### src/rtl/icm_pkg.sv
package icm_pkg;

    localparam int RING_W = 7;
    localparam int VEC_W  = 8;

    typedef enum logic {
        MS_OPEN   = 1'b0,
        MS_MASKED = 1'b1
    } mask_state_e;

    typedef struct packed {
        logic             fire;
        logic [VEC_W-1:0] vec;
    } irq_evt_t;

    // Command and event rings sit at the bottom; data rings skip two slots.
    function automatic logic [VEC_W-1:0] ring_vector(input logic [RING_W-1:0] ring);
        logic [VEC_W-1:0] wide;
        wide = {{(VEC_W-RING_W){1'b0}}, ring};
        if (wide < VEC_W'(2))
            return wide;
        return wide + VEC_W'(2);
    endfunction

endpackage

### src/rtl/icm_credit_counter.sv
module icm_credit_counter #(
    parameter int CREDIT_W = 16
) (
    input  logic                clk,
    input  logic                rst,
    input  logic                inc,
    input  logic                dec_valid,
    input  logic [CREDIT_W-1:0] dec_amt,
    output logic [CREDIT_W-1:0] count,
    output logic                next_zero
);

    localparam logic [CREDIT_W:0] MAX_EXT = {1'b0, {CREDIT_W{1'b1}}};

    logic [CREDIT_W:0] sum_ext;
    logic [CREDIT_W:0] take_ext;
    logic [CREDIT_W:0] nxt_ext;

    always_comb begin
        sum_ext = {1'b0, count} + {{CREDIT_W{1'b0}}, inc};
        if (sum_ext > MAX_EXT)
            sum_ext = MAX_EXT;
        take_ext = dec_valid ? {1'b0, dec_amt} : '0;
        nxt_ext  = (take_ext >= sum_ext) ? '0 : (sum_ext - take_ext);
    end

    assign next_zero = (nxt_ext == '0);

    always_ff @(posedge clk) begin
        if (rst)
            count <= '0;
        else
            count <= nxt_ext[CREDIT_W-1:0];
    end

    assert_count_step_R2: assert property (@(posedge clk) disable iff (rst)
        (inc && !dec_valid && count != MAX_EXT[CREDIT_W-1:0])
        |=> (count == $past(count) + CREDIT_W'(1)));

    assert_count_hold_max_R2: assert property (@(posedge clk) disable iff (rst)
        (inc && !dec_valid && count == MAX_EXT[CREDIT_W-1:0])
        |=> (count == MAX_EXT[CREDIT_W-1:0]));

    assert_no_underflow_R5: assert property (@(posedge clk) disable iff (rst)
        (dec_valid && !inc && dec_amt >= count) |=> (count == '0));

endmodule

### src/rtl/icm_automask.sv
module icm_automask
    import icm_pkg::*;
(
    input  logic             clk,
    input  logic             rst,
    input  logic             cmpl,
    input  logic             ret_valid,
    input  logic             cnt_next_zero,
    input  logic [VEC_W-1:0] vec_in,
    output logic             masked,
    output irq_evt_t         evt
);

    mask_state_e state;
    mask_state_e state_nxt;
    logic        fire_nxt;

    always_comb begin
        state_nxt = state;
        fire_nxt  = 1'b0;
        if (ret_valid) begin
            if (cnt_next_zero) begin
                state_nxt = MS_OPEN;
            end else begin
                state_nxt = MS_MASKED;
                fire_nxt  = 1'b1;
            end
        end else if (cmpl && state == MS_OPEN) begin
            state_nxt = MS_MASKED;
            fire_nxt  = 1'b1;
        end
    end

    always_ff @(posedge clk) begin
        if (rst) begin
            state    <= MS_OPEN;
            evt.fire <= 1'b0;
            evt.vec  <= '0;
        end else begin
            state    <= state_nxt;
            evt.fire <= fire_nxt;
            if (fire_nxt)
                evt.vec <= vec_in;
        end
    end

    assign masked = (state == MS_MASKED);

    assert_fire_masks_R3: assert property (@(posedge clk) disable iff (rst)
        evt.fire |-> masked);

    assert_masked_silent_R4: assert property (@(posedge clk) disable iff (rst)
        (cmpl && !ret_valid && masked) |=> (!evt.fire && masked));

    assert_unmask_quiet_R6: assert property (@(posedge clk) disable iff (rst)
        $fell(masked) |-> !evt.fire);

    assert_remainder_fires_R7: assert property (@(posedge clk) disable iff (rst)
        (ret_valid && !cnt_next_zero) |=> (evt.fire && masked));

endmodule

### src/rtl/irq_credit_mod.sv
module irq_credit_mod
    import icm_pkg::*;
#(
    parameter int CREDIT_W = 16
) (
    input  logic                clk,
    input  logic                rst,
    input  logic [6:0]          ring_idx,
    input  logic                cmpl_strobe,
    input  logic                ret_valid,
    input  logic [CREDIT_W-1:0] ret_credits,
    output logic [CREDIT_W-1:0] credits,
    output logic                auto_masked,
    output logic                irq_req,
    output logic [7:0]          irq_vec
);

    logic       next_zero;
    irq_evt_t   evt;
    logic [7:0] ring_vec;

    assign ring_vec = ring_vector(ring_idx);

    icm_credit_counter #(.CREDIT_W(CREDIT_W)) u_count (
        .clk       (clk),
        .rst       (rst),
        .inc       (cmpl_strobe),
        .dec_valid (ret_valid),
        .dec_amt   (ret_credits),
        .count     (credits),
        .next_zero (next_zero)
    );

    icm_automask u_mask (
        .clk           (clk),
        .rst           (rst),
        .cmpl          (cmpl_strobe),
        .ret_valid     (ret_valid),
        .cnt_next_zero (next_zero),
        .vec_in        (ring_vec),
        .masked        (auto_masked),
        .evt           (evt)
    );

    assign irq_req = evt.fire;
    assign irq_vec = evt.vec;

    // An open mask always means nothing is outstanding.
    assert_open_means_empty_R10: assert property (@(posedge clk) disable iff (rst)
        !auto_masked |-> (credits == '0));

    assert_vec_not_reserved_R9: assert property (@(posedge clk) disable iff (rst)
        irq_req |-> (irq_vec != 8'd2 && irq_vec != 8'd3));

endmodule

### config.mk
export PLATFORM = sky130hd
export DESIGN_NAME = irq_credit_mod
export DESIGN_NICKNAME = d
export VERILOG_FILES = /design/src/rtl/icm_pkg.sv /design/src/rtl/icm_credit_counter.sv /design/src/rtl/icm_automask.sv /design/src/rtl/irq_credit_mod.sv
export SDC_FILE = /design/constraint.sdc
export NUM_CORES = 1
export LEC_CHECK = 0
export ABC_AREA = 1
export BUFFER_PORTS_ARGS = -buffer_cell sky130_fd_sc_hd__clkbuf_2
export CAP_MARGIN = 0
export CORE_MARGIN = 1
export CORE_UTILIZATION = 38
export DETAILED_ROUTE_END_ITERATION = 8
export SKIP_CTS_REPAIR_TIMING = 1
export SYNTH_ARGS = -nofsm -noshare
export SYNTH_HDL_FRONTEND = slang
export SYNTH_SLANG_ARGS = --single-unit
### constraint.sdc
create_clock -name clk -period 5.5 [get_ports clk]
set_clock_uncertainty 0.1 [all_clocks]
set_input_delay 1.375 -clock clk [delete_from_list [all_inputs] [get_ports clk]]
set_output_delay 1.375 -clock clk [all_outputs]
set_load 0.02 [all_outputs]
## Yosys cells after proc, flatten, opt, wreduce, memory -nomap -nowiden

Cells that the tools add are included.

| storage, ports and cells | value |
|---|---|
| memory bits (read-only) | 0 |
| logic and storage cells | 25 |
| memory bits (writable) | 0 |
| input bits | 27 |
| memories kept | 0 |
| register bits after elaboration | 26 |
| latch bits | 0 |

| cells by class | value |
|---|---|
| bitwise logic cells | 1 |
| mux-type cells | 11 |
| $add $sub $neg | 3 |
| div/mod/pow operators | 0 |
| shift operators | 0 |
| reductions and logical operators | 3 |
| $mul | 0 |
| eq/ne operators | 0 |
| order comparisons | 3 |

Operators by type and width:

| kind | count |
|---|---|
| 2-to-1 mux 17 bit | 2 |
| adder 16 x 1 -> 17 bit | 1 |
| greater-or-equal comparator 17 bit | 1 |
| greater-than comparator 17 x 16 -> 1 bit (second input constant) | 1 |
| zero test 17 bit | 1 |
| subtractor 17 bit | 1 |
| 2-to-1 mux 16 bit | 1 |
| 2-to-1 mux 8 bit | 2 |
| adder 7 x 2 -> 8 bit (second input constant) | 1 |
| < comparator 7 x 2 -> 1 bit (second input constant) | 1 |
| 2-to-1 mux 1 bit | 6 |
| nonzero test 2 bit | 1 |
| logical AND 1 bit | 1 |
| NOT 1 bit | 1 |

## Longest topological paths before layout

Gate-level depths: netlist (run 1).

| depth | value |
|---|---|
| depth after elaboration | 8 |
| mapped depth | 32 |

## Hierarchy

Synthesis (run 1) repeated with hierarchy kept, for this count alone.

| second synthesis, totals | value |
|---|---|
| cell total of the unflattened synthesis | 440 |
| area, all modules | 2701.3 µm² |

By module, submodules not included:

| module | sequential area each (µm²) | cells an instance | instances | area each (µm²) |
|---|---|---|---|---|
| icm_credit_counter | 320.3 | 347 | 1 | 2102.0 |
| icm_automask | 200.2 | 65 | 1 | 435.4 |
| irq_credit_mod | 0.0 | 28 | 1 | 163.9 |

## Least setup slack after synthesis (run 1)

Ideal clock, no wire load.

| timing path | value |
|---|---|
| kind | input to register |
| start point | in cmpl_strobe |
| end point | reg u_mask.evt[5] (netlist name) |
| stages on the path | 28 |
| setup slack | 778 ps |
| arrival time | 4509 ps |
| path buffers | 1 |
| cells stage by stage | ha_1 -> ha_1 -> nand3_1 -> nor2_1 -> nand2_1 -> inv_1 -> nand3_1 -> and3b_1 -> nand4_1 -> nor3_1 -> nor2_1 -> ha_1 -> fa_1 -> inv_1 -> nand3_1 -> nand3_1 -> nand3_1 -> nand4_1 -> nand2_1 -> o21ai_1 -> nand2_1 -> nor2_2 -> nand2_4 -> nand2_4 -> buf_6 -> nand2_1 -> nand2_1 -> nor2_1 |

| between the ends | value |
|---|---|
| longest elaborated chain between the ends | 8 |
| elaborated cells on any way between the ends | 11 |
| classes of those cells | 2 x add/sub; 2 x order compare; 5 x mux; 2 x reduce/logical |

Ends and longest elaborated chain:

| element | RTL line | text |
|---|---|---|
| start, declared | irq_credit_mod.sv:9 | `input logic cmpl_strobe,` |
| adder 16 x 1 -> 17 bit | icm_credit_counter.sv:20 | `sum_ext = {1'b0, count} + {{CREDIT_W{1'b0}}, inc};` |
| greater-than comparator 17 x 16 -> 1 bit | icm_credit_counter.sv:21 | `if (sum_ext > MAX_EXT)` |
| 2-to-1 mux 17 bit | icm_credit_counter.sv:21 |  |
| subtractor 17 bit or greater-or-equal comparator 17 bit (tied branches) | icm_credit_counter.sv:24 | `nxt_ext = (take_ext >= sum_ext) ? '0 : (sum_ext - take_ext);` |
| 2-to-1 mux 17 bit | icm_credit_counter.sv:24 |  |
| zero test 17 bit | icm_credit_counter.sv:27 | `assign next_zero = (nxt_ext == '0);` |
| 2-to-1 mux 1 bit | icm_automask.sv:22 | `if (cnt_next_zero) begin` |
| 2-to-1 mux 1 bit (*) | icm_automask.sv:21 | `if (ret_valid) begin` |

Mark *: on every way between the ends. The rest lies on a longest branch, timed or not.
A chain may end at the register's enable or synchronous reset.

## Worst setup path after layout (run 1)

| timing path | value |
|---|---|
| start point | in cmpl_strobe |
| end point | reg u_mask.evt[1] (netlist name) |

| between the ends | value |
|---|---|
| longest elaborated chain between the ends | 8 |
| elaborated cells on any way between the ends | 11 |
| classes of those cells | 2 x add/sub; 2 x order compare; 5 x mux; 2 x reduce/logical |

Ends and longest elaborated chain:

| element | RTL line |
|---|---|
| adder 16 x 1 -> 17 bit | icm_credit_counter.sv:20 |
| greater-than comparator 17 x 16 -> 1 bit | icm_credit_counter.sv:21 |
| 2-to-1 mux 17 bit | icm_credit_counter.sv:21 |
| subtractor 17 bit or greater-or-equal comparator 17 bit (tied branches) | icm_credit_counter.sv:24 |
| 2-to-1 mux 17 bit | icm_credit_counter.sv:24 |
| zero test 17 bit | icm_credit_counter.sv:27 |
| 2-to-1 mux 1 bit | icm_automask.sv:22 |
| 2-to-1 mux 1 bit (*) | icm_automask.sv:21 |

Marked as above.

==> impl_metrics.tcl, run 1 <==
set metrics [dict create \
    status "finished, violations left" \
    failed_checks "DRC" \
    min_path_type "flop to flop" \
    timing.hold.ws_ps 398 \
    synth_area_per_cell_um2 5.84 \
    io_buffers 52 \
    tritoncts "yes" \
    root_buffer "clkbuf_8" \
    period_share_pct 92.3 \
    n_antenna_cell 0 \
    start_kind "primary input" \
    die_width_um 84.5 \
    drc_errors 1 \
    post_route_cells_drive_above_1_share_pct 14.6 \
    critical_path_arrival_ps 5150 \
    yosys-top-cells-area "nand2_1 (22%), dfxtp_1 (20%), ha_1 (10%)" \
    totalWireLength_um 6770 \
    core-area_um2 6460 \
    synth_seq_cells 26 \
    achievable-frequency_mhz 197 \
    worst_hold_startpoint "u_mask.masked" \
    syn_inst 443 \
    timing.critical_path.slowest_stage_cell "fa_1" \
    synth_top_area_share_pct 22.3 \
    layout_common_cells "nand2_1 (153), inv_1 (67), nor2_1 (53)" \
    gp_congestion 0.863 \
    timing.critical_path.buf_inv 3 \
    area_growth_syn_to_layout_pct 15.3 \
    cts.sink_count 26 \
    dr.first_iter.drc_count 195 \
    hpwl_um 5600 \
    finalHoldViolations 0 \
    grt_first_pass_wirelength_um 11600 \
    grt_util_all_layers_pct 19.9 \
    drv.max_cap_violation_count 0 \
    slew_viol_final 0 \
    vdd.ir_drop.worst_mv 0.284 \
    unrepaired_setup_endpoints_after_global_routing "false" \
    post-place-ws_ps 83.6 \
    p_total_mw 1.83 \
    drt-vias-per-instance 4.88 \
    finalSetupViolCount 0 \
    p_leak_nw 1.77 \
    number_of_global_route_vias_before_repair 2622 \
    fin_ws_ps 421 \
    cp_data_required_time_ps 5570 \
    clkSlewWorstSetupHoldPaths_ps 80 \
    layout_commonest_cell "nand2_1" \
    syn_area_um2 2590 \
    clock_tree.htree_level_count 1 \
    path_delay_family "simple AND/OR/NAND/NOR gates" \
    drtAntennaViolNets 0 \
    crit_fanout 16 \
    slowest_delay_ps 420 \
    synthesis.nets 492 \
    final.setup.tns_ps 0 \
    maxSlewHeadroom_pct 59.5 \
    timing_worst_slew_pin_value_ps 602 \
    yosys.cell_types.count 33 \
    chipHeight_um 84.5 \
    num-nets-final 543 \
    length_of_the_first_detailed_routing_pass_in_iterations 8 \
    ys_seq_area_share_pct 20.1 \
    critical_path.startpoint "cmpl_strobe" \
    worstReg2RegStart "u_count.count[0]" \
    die_area_um2 7140 \
    clkLatencyLatePin_ps 270 \
    placement_rows 29 \
    synth_top_area_cell "nand2_1" \
    detailroute.via_count 2781 \
    p_per_area_nw_per_um2 614 \
    cts_buffer_depth 2 \
    initial_antenna_violation_count 0 \
    timing.critical_path.to_type "flop" \
    num-fill-cells 709 \
    grt_start_max_net_pins 20 \
    pin_count 53 \
    total_number_of_yosys_warnings 0 \
    grt_overflow_total 0 \
    post_drt_wl_per_cell_um 11.9 \
    finalCriticalPeriod_ps 5080 \
    floorplan.initialDensity_pct 40.1 \
    numCtsBuffers 3 \
    setup.worst_path.class "primary input to flop" \
]
## cell type report
| cell class | instances | area [um^2] | area share, % |
|---|---|---|---|
| inverter | 69 | 259 | 8.68 |
| multi-input combinational | 340 | 1780 | 59.6 |
| clock buffer | 4 | 55.1 | 1.85 |
| timing repair buffer | 54 | 275 | 9.23 |
| tap | 77 | 96.3 | 3.23 |
| sequential | 26 | 520 | 17.4 |
## kinds of logic after synthesis
logic type,synth area share [%]
and+or+nand+nor,44.2
buffers and inverters,11.5
AOI/OAI and AO/OA,6.09
DFF,20.1
adders and majority gates,10.9
xor gates and xnor gates,7.11
## stage by stage
step | instance area, um^2 | instances | util, %
2_1_floorplan | 2590 | 443 | -
3_3_place_gp | 2920 | 566 | 45.2
6_report | 2980 | 570 | 46.2
3_5_place_dp | 2920 | 566 | 45.2
4_1_cts | 2980 | 570 | 46.1
5_1_grt | 2980 | 570 | 46.2
## state kept, by name, indices dropped and copies added, names as in the netlist
signal / flops
u_mask.masked: 1
u_mask.evt: 9
u_count.count: 16
## tightest hold or removal path: stages, from the launching register on
cell and delay [ps]:
dfxtp_1 330, nand2_1 60, a21oi_1 60
## power by group
group / leakage, nW / internal, mW / switching (mW)
logic: 1.53 / 0.470 / 0.918
clock network: 0.0288 / 0.0640 / 0.0574
registers: 0.213 / 0.261 / 0.0619
total: 1.77 / 0.795 / 1.04
## synth_stat cells, drive strengths merged
cell,number
clkinv,1
nor4,3
fa,1
nand2,158
xor2,16
ha,21
o21a,1
buf,3
nor3,6
o21ai,12
nand3,32
nand3b,3
o311ai,1
nand4,6
a21oi,14
clkbuf,5
or2,2
and2,3
dfxtp,26
xnor2,5
nor2,55
inv,68
and3b,1
## metal layers
layer	part of all wire [%]	track usage, %
met2	45	33.6
met4	1.5	4.01
met1	49	27.1
met5	0	0
met3	4.5	2.65
## path summary, 6_finish.rpt
check / to / slack [ps] / depth (start not counted)
max: u_mask.evt[1] / 420 / 28
max reg2reg: u_mask.evt[1] / 1250 / 27
min: u_mask.masked / 400 / 2
min reg2reg: u_mask.masked / 400 / 2
Power figures use the tool's default switching activity.
==> run 2: changes to the inputs <==
--- a/config.mk
+++ b/config.mk
@@ -6,11 +6,12 @@
 export NUM_CORES = 1
 export LEC_CHECK = 0
 export ABC_AREA = 1
-export BUFFER_PORTS_ARGS = -buffer_cell sky130_fd_sc_hd__clkbuf_2
 export CAP_MARGIN = 0
 export CORE_MARGIN = 1
 export CORE_UTILIZATION = 38
 export DETAILED_ROUTE_END_ITERATION = 8
+export DONT_BUFFER_PORTS = 1
+export PLACE_DENSITY = 0.62
 export SKIP_CTS_REPAIR_TIMING = 1
 export SYNTH_ARGS = -nofsm -noshare
 export SYNTH_HDL_FRONTEND = slang
==> impl_metrics.tcl, run 2 (synthesis gave the netlist of run 1 again) <==
set metrics [dict create \
    path_delay_family "simple AND/OR/NAND/NOR gates" \
    maxSlewHeadroom_pct 60.7 \
    period_share_pct 91.1 \
    initial_antenna_violation_count 0 \
    hold_end "u_mask.masked" \
    placed_cells 513 \
    detailroute.via_count 2548 \
    numCtsBuffers 3 \
    crit_fanout 16 \
    tritoncts "yes" \
    gp_congestion 0.899 \
    layout_common_cells "nand2_1 (154), inv_1 (67), nor2_1 (53)" \
    power.share.combinational_pct 68.2 \
    grt_overflow_total 0 \
    setup.reg_to_reg.worst_slack_ps 1040 \
    root_buffer "clkbuf_8" \
    io_buffers 0 \
    failed_checks "DRC" \
    post_drt_wl_per_cell_um 12.7 \
    dr.first_iter.drc_count 174 \
    placement_rows 29 \
    grt_start_max_net_pins 20 \
    clock_power_share_pct 8.6 \
    final.setup.tns_ps 0 \
    drtAntennaViolNets 0 \
    length_of_the_first_detailed_routing_pass_in_iterations 6 \
    r2r-end "u_mask.evt[5]" \
    drt-vias-per-instance 4.93 \
    totalWireLength_um 6580 \
    slew_viol_final 0 \
    p_leak_nw 1.54 \
    number_of_global_route_vias_before_repair 2395 \
    clkLatencyLatePin_ps 260 \
    pin_count 53 \
    r2r.worst_path.cells 27 \
    power_frac_seq_pct 23.3 \
    start_kind "primary input" \
    core-area_um2 6460 \
    fin_ws_ps 489 \
    die_area_um2 7140 \
    cts.sink_count 26 \
    final_util_pct 42.3 \
    timing.critical_path.buf_inv 2 \
    setup.worst_path.class "primary input to flop" \
    postPlaceCellArea_um2 2650 \
    drv.max_cap_violation_count 0 \
    clkSlewWorstSetupHoldPaths_ps 80 \
    die_width_um 84.5 \
    hpwl_um 5540 \
    drc_errors 6 \
    num-nets-final 490 \
    timing.critical_path.to_type "flop" \
    area_growth_syn_to_layout_pct 5.46 \
    worstReg2RegStart "u_count.count[0]" \
    regMostFlops "u_count.count" \
    final_area_um2 2730 \
    p_total_mw 1.79 \
    timing.hold.ws_ps 473 \
    achievable-frequency_mhz 200 \
    worst_hold_startpoint "u_mask.masked" \
    vdd.ir_drop.worst_mv 0.313 \
    p_sw_share_pct 56.8 \
    largest_reg_flops 16 \
    min_path_type "flop to flop" \
    fin_cells 517 \
    timing.critical_path.slowest_stage_cell "fa_1" \
    cellInternalPower_mw 0.771 \
    post_route_cells_drive_above_1_share_pct 4.09 \
    status "finished, violations left" \
    cp_data_required_time_ps 5570 \
    n_antenna_cell 0 \
    switching_power_mw 1.01 \
    critical_path_arrival_ps 5080 \
    post-place-ws_ps 128 \
    unrepaired_setup_endpoints_after_global_routing "false" \
    finalCriticalPeriod_ps 5010 \
    layout_commonest_cell "nand2_1" \
    grt_util_all_layers_pct 18.9 \
    clock_tree.htree_level_count 1 \
    num-fill-cells 716 \
    p_per_area_nw_per_um2 654 \
    whs_path_depth 2 \
    floorplan.initialDensity_pct 40.1 \
    slowest_delay_ps 420 \
    cts_buffer_depth 2 \
    finalSetupViolCount 0 \
    chipHeight_um 84.5 \
    timing_worst_slew_pin_value_ps 584 \
    grt_first_pass_wirelength_um 10900 \
    finalHoldViolations 0 \
]
## run 2: cell count changes in the layout (fill, tap and decap cells not counted)
| cell | delta |
|---|---|
| clkbuf_8 | -1 |
| nand2_2 | -1 |
| clkbuf_2 | -52 |
| buf_4 | -1 |
| bufinv_16 | +1 |
| nand2_1 | +1 |
## run 2: worst max-delay path by stage
stage | start | endpoint | cells past startpoint
floorplan | cmpl_strobe | u_mask.evt[5] | 28
finish | cmpl_strobe | u_mask.evt[5] | 27
CTS | cmpl_strobe | u_mask.evt[5] | 27
global route | cmpl_strobe | u_mask.evt[0] | 27
detailed placement | cmpl_strobe | u_mask.evt[6] | 27
global placement | cmpl_strobe | u_mask.evt[2] | 27
## run 2: power groups by stage
stage | clock, mW | sequential (mW) | combinational (mW)
2_1_floorplan | 0 | 0.397 | 1.01
6_report | 0.154 | 0.415 | 1.22
4_1_cts | 0.157 | 0.416 | 1.22
3_5_place_dp | 0 | 0.421 | 1.21
3_3_place_gp | 0 | 0.420 | 1.19
5_1_grt | 0.169 | 0.427 | 1.39
## run 2: worst reg2reg max path, stage by stage (launching register included)
cell and delay, ps:
dfxtp_1 480, ha_1 200, ha_1 170, nand3_1 100
nor2_1 150, nand2_1 120, inv_1 110, nand3_1 100
and3b_1 230, nand4_1 130, nor3_2 310, nor2_1 100
ha_1 240, fa_1 420, inv_1 90, nand3_1 60
nand3_1 150, nand3_1 120, nand4_1 100, nand2_1 80
o21ai_1 150, nand2_1 80, nor2_2 150, nand2_4 80
nand2_4 150, nand2_1 70, nand2_1 60, nor2_1 40
## run 2: area by class of cell
class	count	area, um^2	share of cell area (%)
Sequential cell	26	520	19.1
Inverter	69	259	9.49
Clock inverter	1	30.0	1.10
Tap cell	77	96.3	3.53
Timing Repair Buffer	1	7.51	0.275
Multi-Input combinational cell	340	1770	65.0
Clock buffer	3	41.3	1.51
## run 2: metal layers
| metal | wire [um] | share of wire [%] | up-vias | track usage, % |
|---|---|---|---|---|
| met5 | 0 | 0 | - | 0 |
| met4 | 53 | 0.81 | 0 | 2.62 |
| met3 | 384 | 5.8 | 4 | 4.13 |
| met2 | 2890 | 44 | 58 | 31.3 |
| met1 | 3250 | 49 | 1122 | 25.8 |
| li1 | - | - | 1364 | - |
==> run 3: changes to the inputs <==
--- a/config.mk
+++ b/config.mk
@@ -11,7 +11,6 @@
 export CORE_UTILIZATION = 38
 export DETAILED_ROUTE_END_ITERATION = 8
 export DONT_BUFFER_PORTS = 1
-export PLACE_DENSITY = 0.62
 export SKIP_CTS_REPAIR_TIMING = 1
 export SYNTH_ARGS = -nofsm -noshare
 export SYNTH_HDL_FRONTEND = slang
==> impl_metrics.tcl, run 3 (synthesis gave the netlist of run 1 again) <==
set metrics [dict create \
    totalWireLength_um 6460 \
    num-nets-final 490 \
    number_of_global_route_vias_before_repair 2374 \
    final.setup.tns_ps 0 \
    setup.reg_to_reg.worst_slack_ps 960 \
    layout_common_cells "nand2_1 (154), inv_1 (67), nor2_1 (53)" \
    vdd.ir_drop.worst_mv 0.309 \
    timing.critical_path.to_type "flop" \
    floorplan.initialDensity_pct 40.1 \
    sequential_cell_area_um2 520 \
    postPlaceCellArea_um2 2650 \
    drtAntennaViolNets 0 \
    pin_count 53 \
    die_width_um 84.5 \
    layout_commonest_cell "nand2_1" \
    grt_start_max_net_pins 20 \
    maxSlewHeadroom_pct 59.4 \
    finalSetupViolCount 0 \
    multiInputGateArea_um2 1770 \
    period_share_pct 92.3 \
    drc_errors 1 \
    fin_ws_ps 422 \
    final_util_pct 41.8 \
    p_per_area_nw_per_um2 640 \
    cts_buffer_depth 2 \
    detailroute.via_count 2553 \
    tritoncts "yes" \
    grt_util_all_layers_pct 18.8 \
    core-area_um2 6460 \
    clkLatencyLatePin_ps 270 \
    io_buffers 0 \
    grt_first_pass_wirelength_um 10900 \
    length_of_the_first_detailed_routing_pass_in_iterations 6 \
    timing.hold.ws_ps 477 \
    drv.max_cap_violation_count 0 \
    num-fill-cells 710 \
    largest_reg_flops 16 \
    slew_viol_final 0 \
    cts.sink_count 26 \
    start_kind "primary input" \
    fin_cells 516 \
    dr.first_iter.drc_count 171 \
    regMostFlops "u_count.count" \
    n_antenna_cell 0 \
    p_leak_nw 1.53 \
    numCtsBuffers 3 \
    failed_checks "DRC" \
    post_route_cells_drive_above_1_share_pct 3.87 \
    initial_antenna_violation_count 0 \
    clock_tree.htree_level_count 1 \
    post_drt_wl_per_cell_um 12.5 \
    area_growth_syn_to_layout_pct 4.30 \
    setup.worst_path.class "primary input to flop" \
    post-place-ws_ps 79.4 \
    final_area_um2 2700 \
    finalHoldViolations 0 \
    min_path_type "flop to flop" \
    root_buffer "clkbuf_8" \
    die_area_um2 7140 \
    timing_worst_slew_pin_value_ps 602 \
    status "finished, violations left" \
    p_total_mw 1.73 \
    finalCriticalPeriod_ps 5080 \
    drt-vias-per-instance 4.95 \
    cp_data_required_time_ps 5560 \
    chipHeight_um 84.5 \
    crit_fanout 16 \
    achievable-frequency_mhz 197 \
    hpwl_um 5440 \
    critical_path_arrival_ps 5140 \
    unrepaired_setup_endpoints_after_global_routing "false" \
    grt_overflow_total 0 \
    placement_rows 29 \
    placed_cells 513 \
    clkSlewWorstSetupHoldPaths_ps 90 \
    gp_congestion 0.835 \
]
==> run 3: cell types whose count changed in the layout (fill, tap and decap cells not counted), sizes merged <==
cell / delta
bufinv: -1
==> run 3: metal layers <==
layer	vias to the layer above	part of all wire, %	GRT usage (%)
met5	-	0	0
met4	0	0.25	1.85
met3	2	6.5	3.24
met2	67	45	31.7
met1	1121	48	25.9
li1	1363	-	-
==> run 3: critical path, cell delays in order <==
cell	delay, ps
ha_1	130
ha_1	180
nand3_1	100
nor2_1	160
nand2_1	120
inv_1	100
nand3_1	100
and3b_1	230
nand4_1	120
nor3_2	310
nor2_1	110
ha_1	240
fa_1	410
inv_1	90
nand3_1	70
nand3_1	160
nand3_1	130
nand4_1	110
nand2_1	90
o21ai_1	170
nand2_1	80
nor2_2	150
nand2_4	80
nand2_4	150
nand2_1	70
nand2_1	60
nor2_1	40
==> run 3: final timing paths <==
path | startpoint | to | cells after the start
min reg2reg | u_mask.masked | u_mask.masked | 2
min | u_mask.masked | u_mask.masked | 2
max | cmpl_strobe | u_mask.evt[6] | 27
max reg2reg | u_count.count[0] | u_mask.evt[6] | 27
==> run 3: cell type report <==
class                   count  share of cell area [%]
clock buffers               3                    1.53
well taps                  77                    3.57
repair buffers              1                   0.278
multi-input cells         340                    65.7
inverters                  69                    9.60
flip-flops and latches     26                    19.3
==> run 3: power by group <==
part	total [mW]	internal [mW]	switching (mW)
clock network	0.105	0.0490	0.0556
registers	0.413	0.261	0.152
logic	1.21	0.413	0.796
